`src/rtl/cmt_pkg.sv`:
```
`timescale 1ns/1ps
package cmt_pkg;
  typedef enum logic [1:0] {DIV8 = 2'd0, DIV32 = 2'd1, DIV128 = 2'd2, DIV512 = 2'd3} cmt_div_e;

  localparam int PRE_W   = 9;
  localparam int IDX_CSR = 0;
  localparam int IDX_CNT = 1;
  localparam int IDX_CMP = 2;
  localparam int IE_BIT  = 6;
  localparam int FF_BIT  = 14;

  function automatic logic [PRE_W-1:0] div_mask(cmt_div_e d);
    case (d)
      DIV8:    return 9'h007;
      DIV32:   return 9'h01f;
      DIV128:  return 9'h07f;
      default: return 9'h1ff;
    endcase
  endfunction

  function automatic int stride_of(int w);
    return (w == 32) ? 4 : 2;
  endfunction
endpackage

```
`src/rtl/cmt_prescaler.sv`:
```
`timescale 1ns/1ps
module cmt_prescaler
  import cmt_pkg::*;
(
  input  logic     clk_i,
  input  logic     rst_ni,
  input  cmt_div_e div_i,
  output logic     tick_o
);
  logic [PRE_W-1:0] pre_q;
  logic [PRE_W-1:0] mask;

  always_ff @(posedge clk_i or negedge rst_ni) begin
    if (!rst_ni) pre_q <= '0;
    else         pre_q <= pre_q + 1'b1;
  end

  assign mask   = div_mask(div_i);
  assign tick_o = ((pre_q & mask) == mask);
endmodule

```
`src/rtl/cmt_counter.sv`:
```
`timescale 1ns/1ps
module cmt_counter #(
  parameter int W = 16
) (
  input  logic         clk_i,
  input  logic         rst_ni,
  input  logic         tick_i,
  input  logic         run_i,
  input  logic         wr_i,
  input  logic [W-1:0] wdata_i,
  input  logic [W-1:0] cmp_i,
  output logic [W-1:0] cnt_o,
  output logic [1:0]   stage_o,
  output logic         match_o,
  output logic         full_o
);
  logic [W-1:0] cnt_q, pend_q;
  logic [1:0]   stage_q;
  logic         apply, step, hit;

  assign apply = tick_i && (stage_q == 2'd1);
  assign step  = tick_i && run_i && !apply;
  assign hit   = (cnt_q == cmp_i);

  // staged write: lands on the second slow tick after the bus write
  always_ff @(posedge clk_i or negedge rst_ni) begin
    if (!rst_ni) begin
      pend_q  <= '0;
      stage_q <= 2'd0;
    end else if (wr_i) begin
      pend_q  <= wdata_i;
      stage_q <= 2'd2;
    end else if (tick_i && stage_q != 2'd0) begin
      stage_q <= stage_q - 2'd1;
    end
  end

  always_ff @(posedge clk_i or negedge rst_ni) begin
    if (!rst_ni)    cnt_q <= '0;
    else if (apply) cnt_q <= pend_q;
    else if (step)  cnt_q <= hit ? '0 : cnt_q + 1'b1;
  end

  assign cnt_o   = cnt_q;
  assign stage_o = stage_q;
  assign match_o = step && hit;
  assign full_o  = step && (&cnt_q);
endmodule

```
`src/rtl/cmt_ctrl.sv`:
```
`timescale 1ns/1ps
module cmt_ctrl
  import cmt_pkg::*;
#(
  parameter int W = 16
) (
  input  logic        clk_i,
  input  logic        rst_ni,
  input  logic        wr_i,
  input  logic        wr_mf_i,
  input  logic        wr_ff_i,
  input  logic        wr_ie_i,
  input  logic [1:0]  wr_div_i,
  input  logic        match_i,
  input  logic        full_i,
  output logic        mf_o,
  output logic        ff_o,
  output logic        ie_o,
  output cmt_div_e    div_o,
  output logic [15:0] csr_o
);
  localparam int  MF_BIT   = (W == 32) ? 15 : 7;
  localparam bit  HAS_FULL = (W == 32);

  logic     mf_q, ff_q, ie_q;
  cmt_div_e div_q;
  logic     full_set;

  assign full_set = HAS_FULL ? full_i : 1'b0;

  // hardware set has priority over a software clear
  always_ff @(posedge clk_i or negedge rst_ni) begin
    if (!rst_ni) begin
      mf_q  <= 1'b0;
      ff_q  <= 1'b0;
      ie_q  <= 1'b0;
      div_q <= DIV8;
    end else begin
      mf_q <= match_i  | (mf_q & (wr_i ? wr_mf_i : 1'b1));
      ff_q <= full_set | (ff_q & (wr_i ? wr_ff_i : 1'b1));
      if (wr_i) begin
        ie_q  <= wr_ie_i;
        div_q <= cmt_div_e'(wr_div_i);
      end
    end
  end

  always_comb begin
    csr_o         = '0;
    csr_o[1:0]    = div_q;
    csr_o[IE_BIT] = ie_q;
    csr_o[MF_BIT] = mf_q;
    if (HAS_FULL) csr_o[FF_BIT] = ff_q;
  end

  assign mf_o  = mf_q;
  assign ff_o  = ff_q;
  assign ie_o  = ie_q;
  assign div_o = div_q;
endmodule

```
`src/rtl/cmt_timer_ch.sv`:
```
`timescale 1ns/1ps
module cmt_timer_ch
  import cmt_pkg::*;
#(
  parameter int          CNT_W     = 16,
  parameter int          AW        = 8,
  parameter logic [7:0]  CH_BASE   = 8'h10,
  parameter int          START_BIT = 0
) (
  input  logic             clk_i,
  input  logic             rst_ni,
  input  logic             sel_i,
  input  logic             we_i,
  input  logic [AW-1:0]    addr_i,
  input  logic [CNT_W-1:0] wdata_i,
  output logic [CNT_W-1:0] rdata_o,
  output logic             irq_o
);
  localparam int          STRIDE     = stride_of(CNT_W);
  localparam int          MF_BIT     = (CNT_W == 32) ? 15 : 7;
  localparam logic [AW-1:0] START_ADDR = '0;
  localparam logic [AW-1:0] CSR_ADDR   = AW'(CH_BASE + IDX_CSR * STRIDE);
  localparam logic [AW-1:0] CNT_ADDR   = AW'(CH_BASE + IDX_CNT * STRIDE);
  localparam logic [AW-1:0] CMP_ADDR   = AW'(CH_BASE + IDX_CMP * STRIDE);

  logic             wr_start, wr_csr, wr_cnt, wr_cmp;
  logic             run_q;
  logic [CNT_W-1:0] cmp_q, cnt_q;
  logic [1:0]       pend_stage;
  logic             tick, match, full;
  logic             mf_q, ff_q, ie_q;
  cmt_div_e         div;
  logic [15:0]      csr;

  assign wr_start = sel_i && we_i && (addr_i == START_ADDR);
  assign wr_csr   = sel_i && we_i && (addr_i == CSR_ADDR);
  assign wr_cnt   = sel_i && we_i && (addr_i == CNT_ADDR);
  assign wr_cmp   = sel_i && we_i && (addr_i == CMP_ADDR);

  always_ff @(posedge clk_i or negedge rst_ni) begin
    if (!rst_ni) begin
      run_q <= 1'b0;
      cmp_q <= '1;
    end else begin
      if (wr_start) run_q <= wdata_i[START_BIT];
      if (wr_cmp)   cmp_q <= wdata_i;
    end
  end

  cmt_prescaler u_pre (
    .clk_i  (clk_i),
    .rst_ni (rst_ni),
    .div_i  (div),
    .tick_o (tick)
  );

  cmt_counter #(.W(CNT_W)) u_cnt (
    .clk_i   (clk_i),
    .rst_ni  (rst_ni),
    .tick_i  (tick),
    .run_i   (run_q),
    .wr_i    (wr_cnt),
    .wdata_i (wdata_i),
    .cmp_i   (cmp_q),
    .cnt_o   (cnt_q),
    .stage_o (pend_stage),
    .match_o (match),
    .full_o  (full)
  );

  cmt_ctrl #(.W(CNT_W)) u_ctrl (
    .clk_i    (clk_i),
    .rst_ni   (rst_ni),
    .wr_i     (wr_csr),
    .wr_mf_i  (wdata_i[MF_BIT]),
    .wr_ff_i  (wdata_i[FF_BIT % CNT_W]),
    .wr_ie_i  (wdata_i[IE_BIT]),
    .wr_div_i (wdata_i[1:0]),
    .match_i  (match),
    .full_i   (full),
    .mf_o     (mf_q),
    .ff_o     (ff_q),
    .ie_o     (ie_q),
    .div_o    (div),
    .csr_o    (csr)
  );

  always_comb begin
    rdata_o = '0;
    if (sel_i && !we_i) begin
      if (addr_i == START_ADDR)    rdata_o[START_BIT] = run_q;
      else if (addr_i == CSR_ADDR) rdata_o[15:0]      = csr;
      else if (addr_i == CNT_ADDR) rdata_o            = cnt_q;
      else if (addr_i == CMP_ADDR) rdata_o            = cmp_q;
    end
  end

  assign irq_o = mf_q && ie_q;
endmodule

```
`config.mk`:
```
export PLATFORM = sky130hd
export DESIGN_NAME = cmt_timer_ch
export DESIGN_NICKNAME = d
export VERILOG_FILES = /design/src/rtl/cmt_pkg.sv /design/src/rtl/cmt_prescaler.sv /design/src/rtl/cmt_counter.sv /design/src/rtl/cmt_ctrl.sv /design/src/rtl/cmt_timer_ch.sv
export SDC_FILE = /design/constraint.sdc
export NUM_CORES = 1
export LEC_CHECK = 0
export ABC_AREA = 1
export BUFFER_PORTS_ARGS = -buffer_cell sky130_fd_sc_hd__buf_2
export CORE_UTILIZATION = 30
export CTS_BUF_LIST = sky130_fd_sc_hd__clkbuf_8
export CTS_CLUSTER_SIZE = 25
export DETAILED_ROUTE_END_ITERATION = 6
export PLACE_DENSITY_LB_ADDON = 0.05
export SYNTH_ARGS = -nofsm -noshare
export SYNTH_HDL_FRONTEND = slang
export SYNTH_SLANG_ARGS = --single-unit
```
`constraint.sdc`:
```
create_clock -name clk_i -period 1.4 [get_ports clk_i]
set_input_delay 0.14 -clock clk_i [delete_from_list [all_inputs] [get_ports clk_i]]
set_output_delay 0.14 -clock clk_i [all_outputs]
set_load 0.01 [all_outputs]
```
## Yosys cells after proc, flatten, opt, wreduce, memory -nomap -nowiden

Index checks and enable logic that the tools add are counted.

| storage, ports and cells | value |
|---|---|
| bits in registers | 64 |
| logic and storage cells | 55 |
| input port bits | 28 |

| operators by class | value |
|---|---|
| bitwise operators | 3 |
| $add $sub $neg | 3 |
| equality and inequality tests | 8 |
| reduce and logical (&&, ||, !) cells | 19 |
| muxes and demuxes | 13 |

Operators by type and width:

| operator | number |
|---|---|
| 2-to-1 mux 16 bit | 7 |
| one-hot mux 9 bit (3 select lines) | 1 |
| == test 8 x 5 -> 1 bit, second input constant | 3 |
| adder 16 x 1 -> 16 bit, second input constant | 1 |
| == test 16 bit | 1 |
| 2-to-1 mux 15 bit | 1 |
| logical AND 1 bit | 12 |
| adder 9 x 1 -> 9 bit, second input constant | 1 |
| bitwise AND 9 bit | 1 |
| == test 9 bit | 1 |
| logical NOT 8 bit | 1 |
| nonzero test 2 bit | 3 |
| == test 2 x 1 -> 1 bit, second input constant | 2 |
| 2-to-1 mux 2 bit | 2 |
| == test 2 bit, second input constant | 1 |
| logical NOT 1 bit | 2 |
| logical NOT 2 bit | 1 |
| 2-to-1 mux 1 bit | 2 |
| subtractor 2 x 1 -> 2 bit, second input constant | 1 |
| bitwise AND 1 bit | 1 |
| OR 1 bit | 1 |

## Logic depth before layout (Yosys ltp)

| depth | value |
|---|---|
| depth in word-level cells | 9 |
| mapped depth | 11 |
| gate-level depth less buffers | 9 |

## Cells and area by module

From an unflattened synthesis, not the netlist that was laid out.

| unflattened totals | value |
|---|---|
| cells, all modules | 645 |
| area total of the unflattened synthesis | 4,484.3 um2 |

By module, submodules not included:

| module | seq. area each (um2) | area an instance (um2) | times used | cells an instance |
|---|---|---|---|---|
| cmt_counter | 850.8 | 2,199.6 | 1 | 339 |
| cmt_timer_ch | 445.4 | 1,526.5 | 1 | 217 |
| cmt_prescaler | 225.2 | 441.7 | 1 | 51 |
| cmt_ctrl | 125.1 | 316.6 | 1 | 38 |

## Least setup slack after synthesis

OpenSTA, ideal clock, no wires.

| path | value |
|---|---|
| path kind | reg-to-reg |
| start point | reg u_pre.pre_q[0] |
| end point | reg u_cnt.cnt_q[6], in the netlist u_cnt.cnt_o[6] |
| cell stages (with the launch flop) | 8 |
| required time | 1,281 ps |
| setup slack | -33 ps |
| arrival | 1,314 ps |
| buffers on the path | 1 |
| period minus slack after synthesis | 1,433 ps |
| library setup time | 119 ps |
| path through | dfrtp_1 ha_1 nand2_1 a21oi_4 o211ai_2 clkbuf_1 a21oi_1 nand2_1 |

| on the way | value |
|---|---|
| cells in the longest elaborated chain, start to end | 6 |
| elaborated cells on any way between the ends | 8 |

Ends and longest elaborated chain:

| element | RTL line | source |
|---|---|---|
| from (decl) | cmt_prescaler.sv:10 | `logic [PRE_W-1:0] pre_q;` |
| from (signal assigned) | cmt_prescaler.sv:15 | `else pre_q <= pre_q + 1'b1;` |
| bitwise AND 9 bit (*) | cmt_prescaler.sv:19 | `assign tick_o = ((pre_q & mask) == mask);` |
| == test 9 bit (*) | cmt_prescaler.sv:19 |  |
| logical AND 1 bit | cmt_counter.sv:21 | `assign apply = tick_i && (stage_q == 2'd1);` |
| logical NOT 1 bit | cmt_counter.sv:22 | `assign step = tick_i && run_i && !apply;` |
| logical AND 1 bit | cmt_counter.sv:22 |  |
| nonzero test 2 bit (no source line) | n/a |  |
| to (signal assigned) | cmt_counter.sv:40 | `else if (apply) cnt_q <= pend_q;` |
| to (signal assigned) | cmt_counter.sv:41 | `else if (step) cnt_q <= hit ? '0 : cnt_q + 1'b1;` |
| to (decl) | cmt_counter.sv:17 | `logic [W-1:0] cnt_q, pend_q;` |

Mark *: on every way between the ends. The rest lies on a longest branch, timed or not.
A chain may end at the register's enable or synchronous reset.

## Worst setup path after layout

| path | value |
|---|---|
| start point | reg cmp_q[15] |
| end point | out rdata_o[15] |

| on the way | value |
|---|---|
| cells in the longest elaborated chain, start to end | 5 |

Ends and longest elaborated chain:

| element | RTL line | source |
|---|---|---|
| from (decl) | cmt_timer_ch.sv:28 | `logic [CNT_W-1:0] cmp_q, cnt_q;` |
| from (signal assigned) | cmt_timer_ch.sv:46 | `if (wr_cmp) cmp_q <= wdata_i;` |
| 2-to-1 mux 16 bit | cmt_timer_ch.sv:94 | `else if (addr_i == CMP_ADDR) rdata_o = cmp_q;` |
| 2-to-1 mux 16 bit | cmt_timer_ch.sv:93 | `else if (addr_i == CNT_ADDR) rdata_o = cnt_q;` |
| 2-to-1 mux 16 bit | cmt_timer_ch.sv:92 | `else if (addr_i == CSR_ADDR) rdata_o[15:0] = csr;` |
| 2-to-1 mux 15 bit | cmt_timer_ch.sv:91 | `if (addr_i == START_ADDR) rdata_o[START_BIT] = run_q;` |
| 2-to-1 mux 16 bit | cmt_timer_ch.sv:90 | `if (sel_i && !we_i) begin` |
| to (decl) | cmt_timer_ch.sv:16 | `output logic [CNT_W-1:0] rdata_o,` |

No other way between the ends.

==> flow_metrics.env <==
export IMPL_fin_crit_ns=1.62
export IMPL_clkPwrFrac_pct=37.9
export IMPL_cts_num_sinks=64
export IMPL_clock_path_buffers=2
export IMPL_diodes=0
export IMPL_grt_max_degree=65
export IMPL_drc=0
export IMPL_grt_pass1_wl_um=20100
export IMPL_ir_drop_mv=0.549
export IMPL_gp_congestion=0.848
export IMPL_p_leak_uw=0.00283
export IMPL_vias=3941
export IMPL_fin_cells=886
export IMPL_p_int_uw=3340
export IMPL_io_buffers=44
export IMPL_synth_top_area_share_pct=31.4
export IMPL_met1_usage_pct=29.2
export IMPL_synth_net_count=597
export IMPL_core_mm2=0.0122
export IMPL_hp_class="primary input to flop"
export IMPL_ys_ff_latch=64
export IMPL_io_pins=45
export IMPL_synthFlopType="dfrtp_1"
export IMPL_initial_core_util_pct=31.4
export IMPL_cp_max_fo=2
export IMPL_worst_slew_pin_slew_ns=0.377
export IMPL_routed_wl_um=12100
export IMPL_htreeDepth=3
export IMPL_synthCells=565
export IMPL_status="finished, violations left"
export IMPL_setup_violations=33
export IMPL_synth_edff_count=0
export IMPL_cp_data_arrival_time_ns=1.48
export IMPL_clkTransAtPathRegs_ns=0.08
export IMPL_fin_area_mm2=0.00561
export IMPL_synth_area_mm2=0.00383
export IMPL_synth_distinct_cells=27
export IMPL_yosysTopAreaCell="dfrtp_1"
export IMPL_overflow=0
export IMPL_powerDensity_mw_per_mm2=862
export IMPL_first_pass_iters=4
export IMPL_synth_common_cells="172 x nand2_1, 90 x inv_1, 71 x nor2_1"
export IMPL_antenna_found_initial=0
export IMPL_grt_pass1_vias=3894
export IMPL_critPathSlowestCell="dfstp_2"
export IMPL_track_usage_pct=20.4
export IMPL_grt_util_met3_pct=3.27
export IMPL_yosys_warnings=0
export IMPL_final_period_utilization_pct=116
export IMPL_async_flop_share_pct=100
export IMPL_fin_ws_ns=-0.218
export IMPL_swShare_pct=30.9
export IMPL_cap_violations=0
export IMPL_placed_cells=853
export IMPL_synth_area_per_cell_um2=6.78
export IMPL_crit_path_end_kind="primary output"
export IMPL_num_rows=40
export IMPL_dp_hpwl_um=8770
export IMPL_p_comb_share_pct=20.7
export IMPL_dpl_worst_slack_ns=-0.312
export IMPL_wl_per_cell_um=13.7
export IMPL_met2_usage_pct=31.1
export IMPL_yosysSeqAreaShare_pct=42.4
export IMPL_path_class="flop to primary output"
export IMPL_slowest_delay_ns=0.54
export IMPL_cts_tree="built"
export IMPL_drive_gt1_share_pct=36.6
export IMPL_layout_nets=745
export IMPL_synth_area_leaders="dfrtp_1 31%, nand2_1 17%, dfstp_2 11%"
export IMPL_relSlewSlack_pct=74.9
export IMPL_max_freq_mhz=618
export IMPL_die_w_um=115
export IMPL_rsz0062_at_grt="yes"
export IMPL_clock_skew_ns=0.0181
export IMPL_postRouteAntennaNets=0
export IMPL_p_switching_uw=1500
export IMPL_grt_busiest_layer="met2"
export IMPL_place_area_mm2=0.00493
export IMPL_finalHoldViolCount=0
export IMPL_slew_viol_final=0
export IMPL_clock_latency_ns=0.37
export IMPL_required_ns=1.26
export IMPL_start_kind="flop"
export IMPL_violations="negative setup slack"
export IMPL_area_growth_pct=46.6
export IMPL_drt_iter0_drc=159
export IMPL_cts_made_buffers=9
export IMPL_power_share_sequential_pct=41.4
export IMPL_synth_most_common_cell="nand2_1"
export IMPL_cts_root_buf="clkbuf_8"
export IMPL_viasPerCell=4.45
export IMPL_path_cells="inv_2, buf_6, o21ai_2, nand2_1, nor2_1, buf_2"
export IMPL_die_h_um=115
export IMPL_fin_tns_setup_ns=-4.80
export IMPL_fp_dieArea_mm2=0.0132
[cell usage in the layout (no fill, tap or decap), types with 5 or more instances in the layout]
cell	synthesis	layout
o21ai_0	52	37
nand2_2	2	13
buf_4	1	81
buf_12	0	5
nand3_1	34	15
clkbuf_8	0	9
a21oi_1	25	19
inv_1	90	80
o21ai_2	0	5
buf_2	4	44
dfrtp_1	48	45
nand4_1	5	5
nand3_2	1	19
xor2_1	8	8
o21ai_1	3	13
inv_2	6	15
nor2_1	71	63
nor2_4	1	7
a21oi_2	0	6
dfstp_2	16	16
nand2_1	172	158
buf_6	2	20
[critical path, delay by kind of cell (launching register included)]
| kind | cells | cell delay (ns) |
|---|---|---|
| flops | 1 | 0.54 |
| buf+inv | 3 | 0.29 |
| simple gates | 2 | 0.16 |
| compound gates | 1 | 0.11 |
[path summary, 6_finish.rpt]
check,startpoint,endpoint,slack (ns),depth (start not counted)
min in group asynchronous,rst_ni,u_cnt.pend_q[0],0.30,3
hold reg to reg,u_pre.pre_q[8],u_pre.pre_q[8],0.47,1
max in group asynchronous,rst_ni,cmp_q[9],0.73,3
hold / removal,wdata_i[5],cmp_q[5],0.02,3
setup / recovery,cmp_q[15],rdata_o[15],-0.22,6
setup reg to reg,cmp_q[8],u_cnt.cnt_o[6],-0.20,10
[flip-flops by register name (all words and copies together), names as in the netlist, 2 cells and up]
| signal | cells |
|---|---|
| u_cnt.pend_q | 16 |
| u_cnt.stage_o | 2 |
| u_pre.pre_q | 9 |
| cmp_q | 16 |
| u_cnt.cnt_o | 16 |
| u_ctrl.div_o | 2 |
[cell type report]
cell class / instances / area (um2)
Fill cell: 1291 / 6600
Multi-Input combinational cell: 390 / 2020
Inverter: 96 / 364
Clock buffer: 9 / 124
Clock inverter: 7 / 96.3
Sequential cell: 64 / 1630
Timing Repair Buffer: 152 / 1170
Tap cell: 168 / 210
[power by group through the flow]
stage,registers (uW),logic (uW),clock network (uW)
floorplan,2020,409,0
global placement,2030,739,0
detailed placement,2030,761,0
CTS,2000,979,1880
global route,2020,1100,1970
finish,2000,999,1830
[stage by stage]
step | utilization [%] | hold slack [ns] | total power [uW]
floorplan | - | -0.156 | 2430
global placement | 40.4 | 0.186 | 2770
detailed placement | 40.4 | 0.194 | 2790
CTS | 45.1 | 0.00348 | 4870
global route | 46.0 | 0.0223 | 5080
finish | 46.0 | 0.0155 | 4840
[kinds of logic (layout without fill, tap and decap cells)]
family | count (synthesis) | count (layout) | share of synthesized area [%]
adder cells (fa/ha/maj) | 4 | 4 | 1.31
AND/OR/NAND/NOR | 291 | 292 | 30.8
buffers and inverters | 112 | 264 | 11.6
flip-flops | 64 | 64 | 42.4
AO/OA/AOI/OAI | 82 | 82 | 11.2
XOR/XNOR | 12 | 12 | 2.75
[timing repair]
item                                    in CTS  in global routing
buffers inserted                            10                  5
hold buffers                                 2                  0
resized for setup                           82                 29
endpoints found under the setup margin      33                 35
pin swaps                                   32                 27
hold endpoints to repair                    49                  0
cloned                                       1                  0
[routing by layer]
metal | wire length, um | vias to the layer above
li1 | - | 2035
met1 | 6190 | 1839
met2 | 5330 | 55
met3 | 463 | 12
met4 | 170 | 0
met5 | 0 | -
(Power assumes the default switching activity.)
